## config.mk

```make
export PLATFORM = sky130hd
export DESIGN_NAME = dbg_bypass_unlock
export DESIGN_NICKNAME = d
export VERILOG_FILES = /design/src/rtl/dbg_unlock_pkg.sv /design/src/rtl/dbg_seq_detect.sv /design/src/rtl/dbg_tm_reg.sv /design/src/rtl/dbg_bypass_unlock.sv
export SDC_FILE = /design/constraint.sdc
export NUM_CORES = 1
export LEC_CHECK = 0
export ABC_AREA = 1
export CAP_MARGIN = 20
export CELL_PAD_IN_SITES_DETAIL_PLACEMENT = 1
export CELL_PAD_IN_SITES_GLOBAL_PLACEMENT = 2
export CORE_AREA = 2 2 49 51
export CTS_CLUSTER_SIZE = 14
export DETAILED_ROUTE_END_ITERATION = 16
export DIE_AREA = 0 0 51 53
export GPL_TIMING_DRIVEN = 0
export PLACE_DENSITY = 0.84
export RECOVER_POWER = 100
export SETUP_SLACK_MARGIN = 0.2
export SLEW_MARGIN = 20
export SYNTH_ARGS = -nofsm -noshare
export SYNTH_HDL_FRONTEND = slang
export SYNTH_SLANG_ARGS = --single-unit
```

## constraint.sdc

```tcl
create_clock -name clk -period 2.4 [get_ports clk]
set_clock_uncertainty 0.05 [all_clocks]
set_input_delay 0.48 -clock clk [delete_from_list [all_inputs] [get_ports clk]]
set_output_delay 0.48 -clock clk [all_outputs]
set_load 0.005 [all_outputs]
```

## src/rtl/dbg_unlock_pkg.sv

```systemverilog
package dbg_unlock_pkg;
    localparam int BYTE_W     = 8;
    localparam int BYPASS_BIT = 2;
    localparam logic [BYTE_W-1:0] SYNC_BYTE = 8'h80;
    localparam logic [BYTE_W-1:0] WR_CMD    = 8'hF0;
    localparam logic [BYTE_W-1:0] TM_RESET  = 8'h00;

    typedef enum logic [1:0] {
        ST_IDLE = 2'd0,
        ST_SYNC = 2'd1,
        ST_CMD  = 2'd2
    } seq_state_e;

    typedef struct packed {
        logic              wr;
        logic [BYTE_W-1:0] data;
    } tm_write_t;

    function automatic seq_state_e next_state(input seq_state_e cur, input logic [BYTE_W-1:0] b);
        seq_state_e nxt;
        case (cur)
            ST_IDLE: nxt = (b == SYNC_BYTE) ? ST_SYNC : ST_IDLE;
            ST_SYNC: begin
                if (b == WR_CMD)         nxt = ST_CMD;
                else if (b == SYNC_BYTE) nxt = ST_SYNC;
                else                     nxt = ST_IDLE;
            end
            default: nxt = ST_IDLE;
        endcase
        return nxt;
    endfunction
endpackage

```

## src/rtl/dbg_seq_detect.sv

```systemverilog
module dbg_seq_detect
    import dbg_unlock_pkg::*;
(
    input  logic              clk,
    input  logic              rst,
    input  logic              rx_valid,
    input  logic [BYTE_W-1:0] rx_byte,
    output tm_write_t         wr_req
);
    seq_state_e state;

    always_ff @(posedge clk) begin
        if (rst)
            state <= ST_IDLE;
        else if (rx_valid)
            state <= next_state(state, rx_byte);
    end

    always_comb begin
        wr_req.wr   = rx_valid && (state == ST_CMD);
        wr_req.data = rx_byte;
    end

    assert_data_done_R4: assert property (@(posedge clk) disable iff (rst)
        (rx_valid && state == ST_CMD) |=> (state == ST_IDLE));
    assert_reject_R5: assert property (@(posedge clk) disable iff (rst)
        (rx_valid && state == ST_SYNC && rx_byte != WR_CMD && rx_byte != SYNC_BYTE) |=> (state == ST_IDLE));
    assert_restart_R6: assert property (@(posedge clk) disable iff (rst)
        (rx_valid && rx_byte == SYNC_BYTE && state != ST_CMD) |=> (state == ST_SYNC));
    assert_gap_hold_R7: assert property (@(posedge clk) disable iff (rst)
        !rx_valid |=> $stable(state));
endmodule

```

## src/rtl/dbg_tm_reg.sv

```systemverilog
module dbg_tm_reg
    import dbg_unlock_pkg::*;
(
    input  logic              clk,
    input  logic              rst,
    input  tm_write_t         wr_req,
    output logic [BYTE_W-1:0] tm_q
);
    always_ff @(posedge clk) begin
        if (rst)
            tm_q <= TM_RESET;
        else if (wr_req.wr)
            tm_q <= wr_req.data;
    end

    assert_load_R2: assert property (@(posedge clk) disable iff (rst)
        wr_req.wr |=> (tm_q == $past(wr_req.data)));
    assert_hold_R10: assert property (@(posedge clk) disable iff (rst)
        !wr_req.wr |=> $stable(tm_q));
endmodule

```

## src/rtl/dbg_bypass_unlock.sv

```systemverilog
module dbg_bypass_unlock
    import dbg_unlock_pkg::*;
(
    input  logic       clk,
    input  logic       rst,
    input  logic       rx_valid,
    input  logic [7:0] rx_byte,
    output logic [7:0] tm_reg,
    output logic       bypass_en
);
    tm_write_t wr_req;

    dbg_seq_detect u_detect (
        .clk     (clk),
        .rst     (rst),
        .rx_valid(rx_valid),
        .rx_byte (rx_byte),
        .wr_req  (wr_req)
    );

    dbg_tm_reg u_tm (
        .clk   (clk),
        .rst   (rst),
        .wr_req(wr_req),
        .tm_q  (tm_reg)
    );

    assign bypass_en = tm_reg[BYPASS_BIT];

    assert_fall_R8: assert property (@(posedge clk) disable iff (rst)
        $fell(bypass_en) |-> $past(wr_req.wr));
    assert_rise_R3: assert property (@(posedge clk) disable iff (rst)
        $rose(bypass_en) |-> $past(wr_req.wr && wr_req.data[BYPASS_BIT]));
endmodule

```

# Yosys cells after proc, flatten, opt, wreduce, memory -nomap -nowiden
# Index checks and enable logic that the tools add are counted.
dict set report word_totals {
  register_bits 10
  inputBits 11
  word_cells 11
}
dict set report classes {
  eq_ne 4
  muxes 3
  reduce_logical 2
}
# cell count
set ops {}
lappend ops {{$eq A8 B8 Y1 const B} 2}
lappend ops {{$pmux W2 S2} 1}
lappend ops {{$eq A2 B1 Y1 const B} 1}
lappend ops {{$eq A2 B2 Y1 const B} 1}
lappend ops {{$logic_not A2 Y1} 1}
lappend ops {{$mux W2} 1}
lappend ops {{$logic_and A1 B1 Y1} 1}
lappend ops {{$mux W1} 1}

# Logic depth before layout (Yosys ltp)
# Gate-level depths: netlist of the first run.
dict set report logic_depth {
  depth_word 4
  depth_mapped 5
}

# By module
# From an unflattened synthesis of the first run, not the netlist that was laid out.
dict set report hier_totals {
  cells_unflattened 88
  area_unflattened_um2 561.8
}
# module instances cells_each area_each_um2 seq_area_each_um2
set modules_own_cells {}
lappend modules_own_cells {dbg_tm_reg 1 51 341.6 160.2}
lappend modules_own_cells {dbg_seq_detect 1 36 212.7 40.0}
lappend modules_own_cells {dbg_bypass_unlock 1 1 7.5 0.0}

# Worst setup path after synthesis of the first run
# OpenSTA, ideal clock, no wires.
dict set report synth_path {
  path_type {input -> register}
  from {input port rx_valid}
  to {register u_tm.tm_q[5]}
  setup_ps 80
  arrival_time_ps 967
  required_ps 2270
  path_slack_ps 1303
  stages 5
  path_buffers 1
  cell_sequence {nand2_2 > nor2_4 > buf_8 > nor2_1 > a211oi_2}
}
dict set report synth_between {
  elab_chain_len 1
}
# element line
set synth_rtl {}
lappend synth_rtl {{start, declared} dbg_bypass_unlock.sv:6} ;# input logic rx_valid,
lappend synth_rtl {{$logic_and A1 B1 Y1} dbg_seq_detect.sv:20} ;# wr_req.wr = rx_valid && (state == ST_CMD);
lappend synth_rtl {{end signal, assigned} dbg_tm_reg.sv:13} ;# tm_q <= wr_req.data;
lappend synth_rtl {{end, declared} dbg_tm_reg.sv:7} ;# output logic [BYTE_W-1:0] tm_q
# No other way between the ends.
# A chain may end at the register's enable or synchronous reset.

# Worst setup path in the final report of the first run
# Same ends and word-level chain as after synthesis.

==> flow_summary_export.csv, run 1 <==
group,metric,value,unit
detailed_routing,wl_met1,451,um
critical_path,cp_common_cell,"nor2_1",
power_and_ir_drop,irDropWorstVdd,0.167,mV
critical_path,path_cells,"clkdlybuf4s50_1, nand2_2, nor2_1, clkbuf_1, nor2_1, a211oi_2",
timing,fin_tns_setup,0,ns
place,gp_congestion,0.689,
clock_network,clock-sinks,10,
logic_synthesis,synth_edf_count,0,
critical_path,cp_slowest_cell,"clkdlybuf4s50_1",
timing,maxSlewHeadroom,0.661,
clock_network,numCtsBuffers,3,
global_route,grt_max_degree,11,
critical_path,crit_path_end_kind,"flip-flop",
logic_synthesis,synth_area,449,um^2
critical_path,critPathMaxFanout,10,
detailed_routing,routed_via_density,4.10,
detailed_routing,drtAntennaViolNets,0,
cells_and_area,fillers,263,
cells_and_area,fin_area,664,um^2
clock_network,post_cts_resize_count,0,
timing,min_period,1.88,ns
die,row_count,17,
global_route,grt_overflow_total,0,
clock_network,hold_buffers,0,
global_route,antenna_found_initial,0,
place,io_buffer_count,18,
detailed_routing,drc_errors,0,
critical_path,path_buf_inv,2,
logic_synthesis,yosys_most_used_dff,"dfxtp_1",
job,maxCapViolations,0,
clock_network,tritoncts,"done",
min_path,hold_path.class,"flip-flop to flip-flop",
detailed_routing,drt_iter0_drc,3,
logic_synthesis,ys_seq_area_frac,0.446,
cells_and_area,seqCellArea,200,um^2
logic_synthesis,synth.distinct_cells,15,
cells_and_area,drive_gt1_frac,0.104,
critical_path,cp-start-kind,"primary input",
global_route,grt_pass1_vias,470,
cells_and_area,antenna_cells,0,
clock_network,path_clk_slew,0.06,ns
power_and_ir_drop,p_per_area,457,nW/um^2
detailed_routing,first_pass_iters,4,
cells_and_area,layout_commonest_cell,"nor2_1",
timing,fmax,533,MHz
global_route,track_usage,0.0924,
die,coreArea,2150,um^2
detailed_routing,dr_wl_met2,526,um
cells_and_area,final_cell_mix,"nor2_1, dlygate4sd3_1, dfxtp_1, inv_1, clkdlybuf4s50_1",
logic_synthesis,synth-seq-cells,10,
detailed_routing,wl_met3,46,um
logic_synthesis,ys_warn_count,0,
logic_synthesis,synth_nets,67,
timing,slew_violations,0,
logic_synthesis,synth_cells,56,
timing,worstMarginPinSlew,0.509,ns
place,dp_hpwl,827,um
cells_and_area,syn2layout_area_growth,47.9,%
detailed_routing,routed.top_layer,"met4",
critical_path,cp.arrival,2.01,ns
cells_and_area,fin_nets,90,
detailed_routing,vias,431,
die,ios,20,
power_and_ir_drop,p_leak,0.284,nW
critical_path,critical_path.max_stage_delay,0.49,ns
timing,finalSetupViolCount,0,
timing,rsz0062_at_grt,"no",
detailed_routing,wl_per_cell,9.92,um
critical_path,crit_required,2.53,ns
cells_and_area,post-route-util,0.309,
critical_path,crit_family,"buffers and inverters",
die,start_util,0.209,
clock_network,h-tree-depth,1,
die,dieArea,2700,um^2
place,placed_cell_area,664,um^2
logic_synthesis,async_flop_share,0,
cells_and_area,multi_input_area,181,um^2
logic_synthesis,syn_avg_cell_area,8.02,um^2
timing,period_share,0.782,
critical_path,worstSetupPathType,"primary input to flip-flop",
clock_network,post-cts-setup-buffers,0,
detailed_routing,wl,1040,um
global_route,grt_first_pass_wirelength,1890,um
clock_network,clk_latency,0.25,ns
clock_network,root_buffer,"clkbuf_4",
run_status,status,"finished, final reports clean",
die,die_x,51,um
timing,hold_viol,0,
die,fp.dieH,53,um
clock_network,cts_buffer_depth,2,
==> logic make-up (layout without fill, tap and decap cells) <==
logic type / count (synthesis) / in the layout / share of synthesized area
DFF: 10 / 10 / 0.446
buffers and inverters: 11 / 32 / 0.125
AOI/OAI and AO/OA: 11 / 11 / 0.192
and+or+nand+nor: 24 / 24 / 0.237
==> report_power, final <==
group / internal (mW) / switching, mW / leakage (nW)
logic: 0.0152 / 0.0126 / 0.190
clock network: 0.0577 / 0.0522 / 0.0138
registers: 0.166 / 0.0000248 / 0.0805
==> cell type report <==
cell class / count / area share
multi-input cells: 35 / 0.273
repair buffers: 18 / 0.271
clock buffers: 3 / 0.0339
well taps: 28 / 0.0527
flip-flops and latches: 10 / 0.301
plain buffers: 3 / 0.0226
inverters: 8 / 0.0452
==> synth_stat cells (2+ instances only) <==
| cell | instances | area share |
|---|---|---|
| nand2_2 | 2 | 0.028 |
| nor2_1 | 11 | 0.092 |
| inv_1 | 8 | 0.067 |
| a211oi_2 | 2 | 0.056 |
| nand3_1 | 3 | 0.033 |
| a211oi_1 | 5 | 0.084 |
| nand2_1 | 7 | 0.059 |
| a21oi_1 | 2 | 0.022 |
| dfxtp_1 | 10 | 0.45 |
==> state kept, by name, summed over array words and instances (netlist names) <==
| name | count |
|---|---|
| u_tm.tm_q | 8 |
| u_detect.state | 2 |
==> path summary, 6_finish.rpt <==
check / depth (start not counted) / end / start / slack, ns
min: 2 / u_tm.tm_q[7]$_SDFFE_PP0P_ / u_tm.tm_q[7]$_SDFFE_PP0P_ / 0.43
max: 6 / u_tm.tm_q[5]$_SDFFE_PP0P_ / rx_valid / 0.52
max reg2reg: 5 / u_tm.tm_q[5]$_SDFFE_PP0P_ / u_detect.state[1]$_SDFFE_PP0P_ / 0.87
min reg2reg: 2 / u_tm.tm_q[7]$_SDFFE_PP0P_ / u_tm.tm_q[7]$_SDFFE_PP0P_ / 0.43
==> worst reg2reg max path, cell delays in order (launching register included) <==
cell,delay (ns)
dfxtp_1,0.36
nand2_2,0.07
nor2_1,0.30
clkbuf_1,0.44
nor2_1,0.10
a211oi_2,0.14
==> metrics by stage <==
stage | hold slack, ns | setup WS (ns) | power (mW) | cells
2_1_floorplan | 0.419 | 1.30 | 0.179 | 56
3_3_place_gp | 0.428 | 0.711 | 0.198 | 102
3_5_place_dp | 0.435 | 0.686 | 0.198 | 102
4_1_cts | 0.444 | 0.636 | 0.313 | 105
5_1_grt | 0.473 | 0.346 | 0.322 | 105
6_report | 0.432 | 0.524 | 0.304 | 105
==> metal layers <==
metal	up-vias	global-route usage
met1	192	0.109
met4	0	0.0676
met5	-	0
met3	2	0.00847
met2	12	0.156
li1	225	-
Power figures use the tool's default switching activity.
==> run 2, diff against run 1 <==
--- a/config.mk
+++ b/config.mk
@@ -9,12 +9,12 @@
 export CAP_MARGIN = 20
 export CELL_PAD_IN_SITES_DETAIL_PLACEMENT = 1
 export CELL_PAD_IN_SITES_GLOBAL_PLACEMENT = 2
-export CORE_AREA = 2 2 49 51
+export CORE_AREA = 2 2 51 53
 export CTS_CLUSTER_SIZE = 14
 export DETAILED_ROUTE_END_ITERATION = 16
-export DIE_AREA = 0 0 51 53
+export DIE_AREA = 0 0 53 55
 export GPL_TIMING_DRIVEN = 0
-export PLACE_DENSITY = 0.84
+export PLACE_DENSITY = 0.79
 export RECOVER_POWER = 100
 export SETUP_SLACK_MARGIN = 0.2
 export SLEW_MARGIN = 20
==> constraint.sdc (replaced) <==
create_clock -name clk -period 1.79 [get_ports clk]
set_clock_uncertainty 0.05 [all_clocks]
set_input_delay 0.358 -clock clk [delete_from_list [all_inputs] [get_ports clk]]
set_output_delay 0.358 -clock clk [all_outputs]
set_load 0.005 [all_outputs]
==> run 2 against run 1 <==
Non-clock buffer count rose by 1. Die area rose by 7.8%. Via count rose by 2.1%. Worst setup slack got worse by 0.33 ns. Register-to-register slack got worse by 0.20 ns. Sequential share of layout area fell by 1.7 points. Critical endpoint is now bypass_en. Highest routed layer unchanged.
==> flow_summary_export.csv, run 2 (same netlist as run 1, synthesis figures left out) <==
group,metric,value,unit
cells_and_area,top_regs,"u_tm.tm_q: 8 flops, u_detect.state: 2 flops",
timing,finalSetupViolCount,0,
global_route,grt-busiest-layer,"met2",
cells_and_area,fin_cells,109,
clock_network,root_buffer,"clkbuf_4",
global_route,track_usage,0.0866,
global_route,grt_first_pass_wirelength,1750,um
global_route,gr-usage-met2,0.150,
die,coreArea,2360,um^2
clock_network,clock-sinks,10,
detailed_routing,drc_errors,0,
timing,maxSlewHeadroom,0.664,
critical_path,reg2regPathDepth,5,
cells_and_area,fillers,302,
critical_path,cp_slowest_cell,"dlygate4sd3_1",
place,io_buffer_count,18,
global_route,grt_max_degree,11,
power_and_ir_drop,p_leak,0.303,nW
critical_path,crit_required,1.38,ns
critical_path,cp.depth,1,
critical_path,cp-start-kind,"flip-flop",
die,ios,20,
cells_and_area,syn2layout_area_growth,56.5,%
clock_network,clk_latency,0.27,ns
critical_path,worstSetupPathType,"flip-flop to primary output",
power_and_ir_drop,irDropWorstVdd,0.218,mV
detailed_routing,first_pass_iters,2,
timing,min_period,1.59,ns
place,placedCellCount,104,
critical_path,crit_path_end_kind,"primary output",
place,gp_congestion,0.704,
timing,worstMarginPinSlew,0.504,ns
min_path,hold_path.class,"flip-flop to flip-flop",
cells_and_area,antenna_cells,0,
cells_and_area,drive_gt1_frac,0.139,
timing,period_share,0.890,
detailed_routing,drt_iter0_drc,2,
global_route,met3_usage,0.00806,
detailed_routing,drtAntennaViolNets,0,
cells_and_area,fin_nets,91,
clock_network,tritoncts,"done",
power_and_ir_drop,p_total,0.466,mW
min_path,hold_depth,2,
critical_path,path_buf_inv,1,
global_route,use_met1,0.0951,
critical_path,cp.arrival,1.19,ns
timing,rsz0062_at_grt,"no",
cells_and_area,final_cell_mix,"nor2_1, dfxtp_1, dlygate4sd3_1",
critical_path,critical_path.max_stage_delay,0.57,ns
die,start_util,0.190,
cells_and_area,largest_reg_flops,8,
clock_network,numCtsBuffers,3,
detailed_routing,wl_per_cell,10.0,um
die,fp.dieH,55,um
timing,fin_tns_setup,0,ns
die,row_count,18,
critical_path,crit_family,"buffers and inverters",
clock_network,path_clk_slew,0.07,ns
clock_network,hold_buffers,0,
critical_path,critPathMaxFanout,3,
power_and_ir_drop,p_per_area,663,nW/um^2
detailed_routing,vias,440,
cells_and_area,top_register,"u_tm.tm_q",
place,dp_hpwl,865,um
timing,fmax,627,MHz
global_route,antenna_found_initial,0,
timing,slew_violations,0,
detailed_routing,routed_via_density,4.04,
critical_path,path_cells,"dlygate4sd3_1",
global_route,grt_overflow_total,0,
timing,hold_viol,0,
die,dieArea,2920,um^2
clock_network,h-tree-depth,1,
cells_and_area,layout_commonest_cell,"nor2_1",
global_route,grt_pass1_vias,428,
clock_network,cts_buffer_depth,2,
job,maxCapViolations,0,
run_status,status,"finished, final reports clean",
detailed_routing,wl,1090,um
die,die_x,53,um
run 2: repair_timing:
item                       CTS  global route
setup endpoints to repair    1             0
gates resized for setup      2             0
setup buffers                1             0
run 2: worst paths after layout:
| kind | endpoint | startpoint | slack (ns) |
|---|---|---|---|
| worst min-delay path | u_tm.tm_q[7]$_SDFFE_PP0P_ | u_tm.tm_q[7]$_SDFFE_PP0P_ | 0.43 |
| worst max-delay path | bypass_en | u_tm.tm_q[2]$_SDFFE_PP0P_ | 0.20 |
| worst max register to register | u_tm.tm_q[5]$_SDFFE_PP0P_ | u_detect.state[1]$_SDFFE_PP0P_ | 0.67 |
| worst min register to register | u_tm.tm_q[7]$_SDFFE_PP0P_ | u_tm.tm_q[7]$_SDFFE_PP0P_ | 0.43 |
run 2: cell type report:
cell class,instances,area [um^2],area share
flip-flops and latches,10,200,0.285
multi-input cells,35,186,0.265
repair buffers,19,186,0.265
well taps,30,37.5,0.0534
clock buffers,4,36.3,0.0516
inverters,8,30.0,0.0427
plain buffers,3,26.3,0.0374
run 2: where the power goes:
part / switching, mW / internal, mW / total (mW)
combinational: 0.0164 / 0.0202 / 0.0366
clock: 0.0838 / 0.123 / 0.207
sequential: 0.0000507 / 0.222 / 0.222
total: 0.100 / 0.366 / 0.466
run 2: metal layers:
| metal | wire [um] | share of wire |
|---|---|---|
| met1 | 450 | 0.41 |
| met2 | 586 | 0.54 |
| met3 | 34 | 0.031 |
| met4 | 19 | 0.017 |
| met5 | 0 | 0 |
run 2: per-stage QoR:
| stage | hold WS (ns) | cell area [um^2] | util | worst slack [ns] |
|---|---|---|---|---|
| CTS | 0.448 | 711 | 0.301 | 0.247 |
| global placement | 0.431 | 667 | 0.282 | 0.203 |
| detailed placement | 0.437 | 667 | 0.282 | 0.174 |
| floorplan | 0.419 | 449 | - | 0.811 |
| finish | 0.429 | 703 | 0.297 | 0.196 |
| global route | 0.451 | 703 | 0.297 | 0.142 |
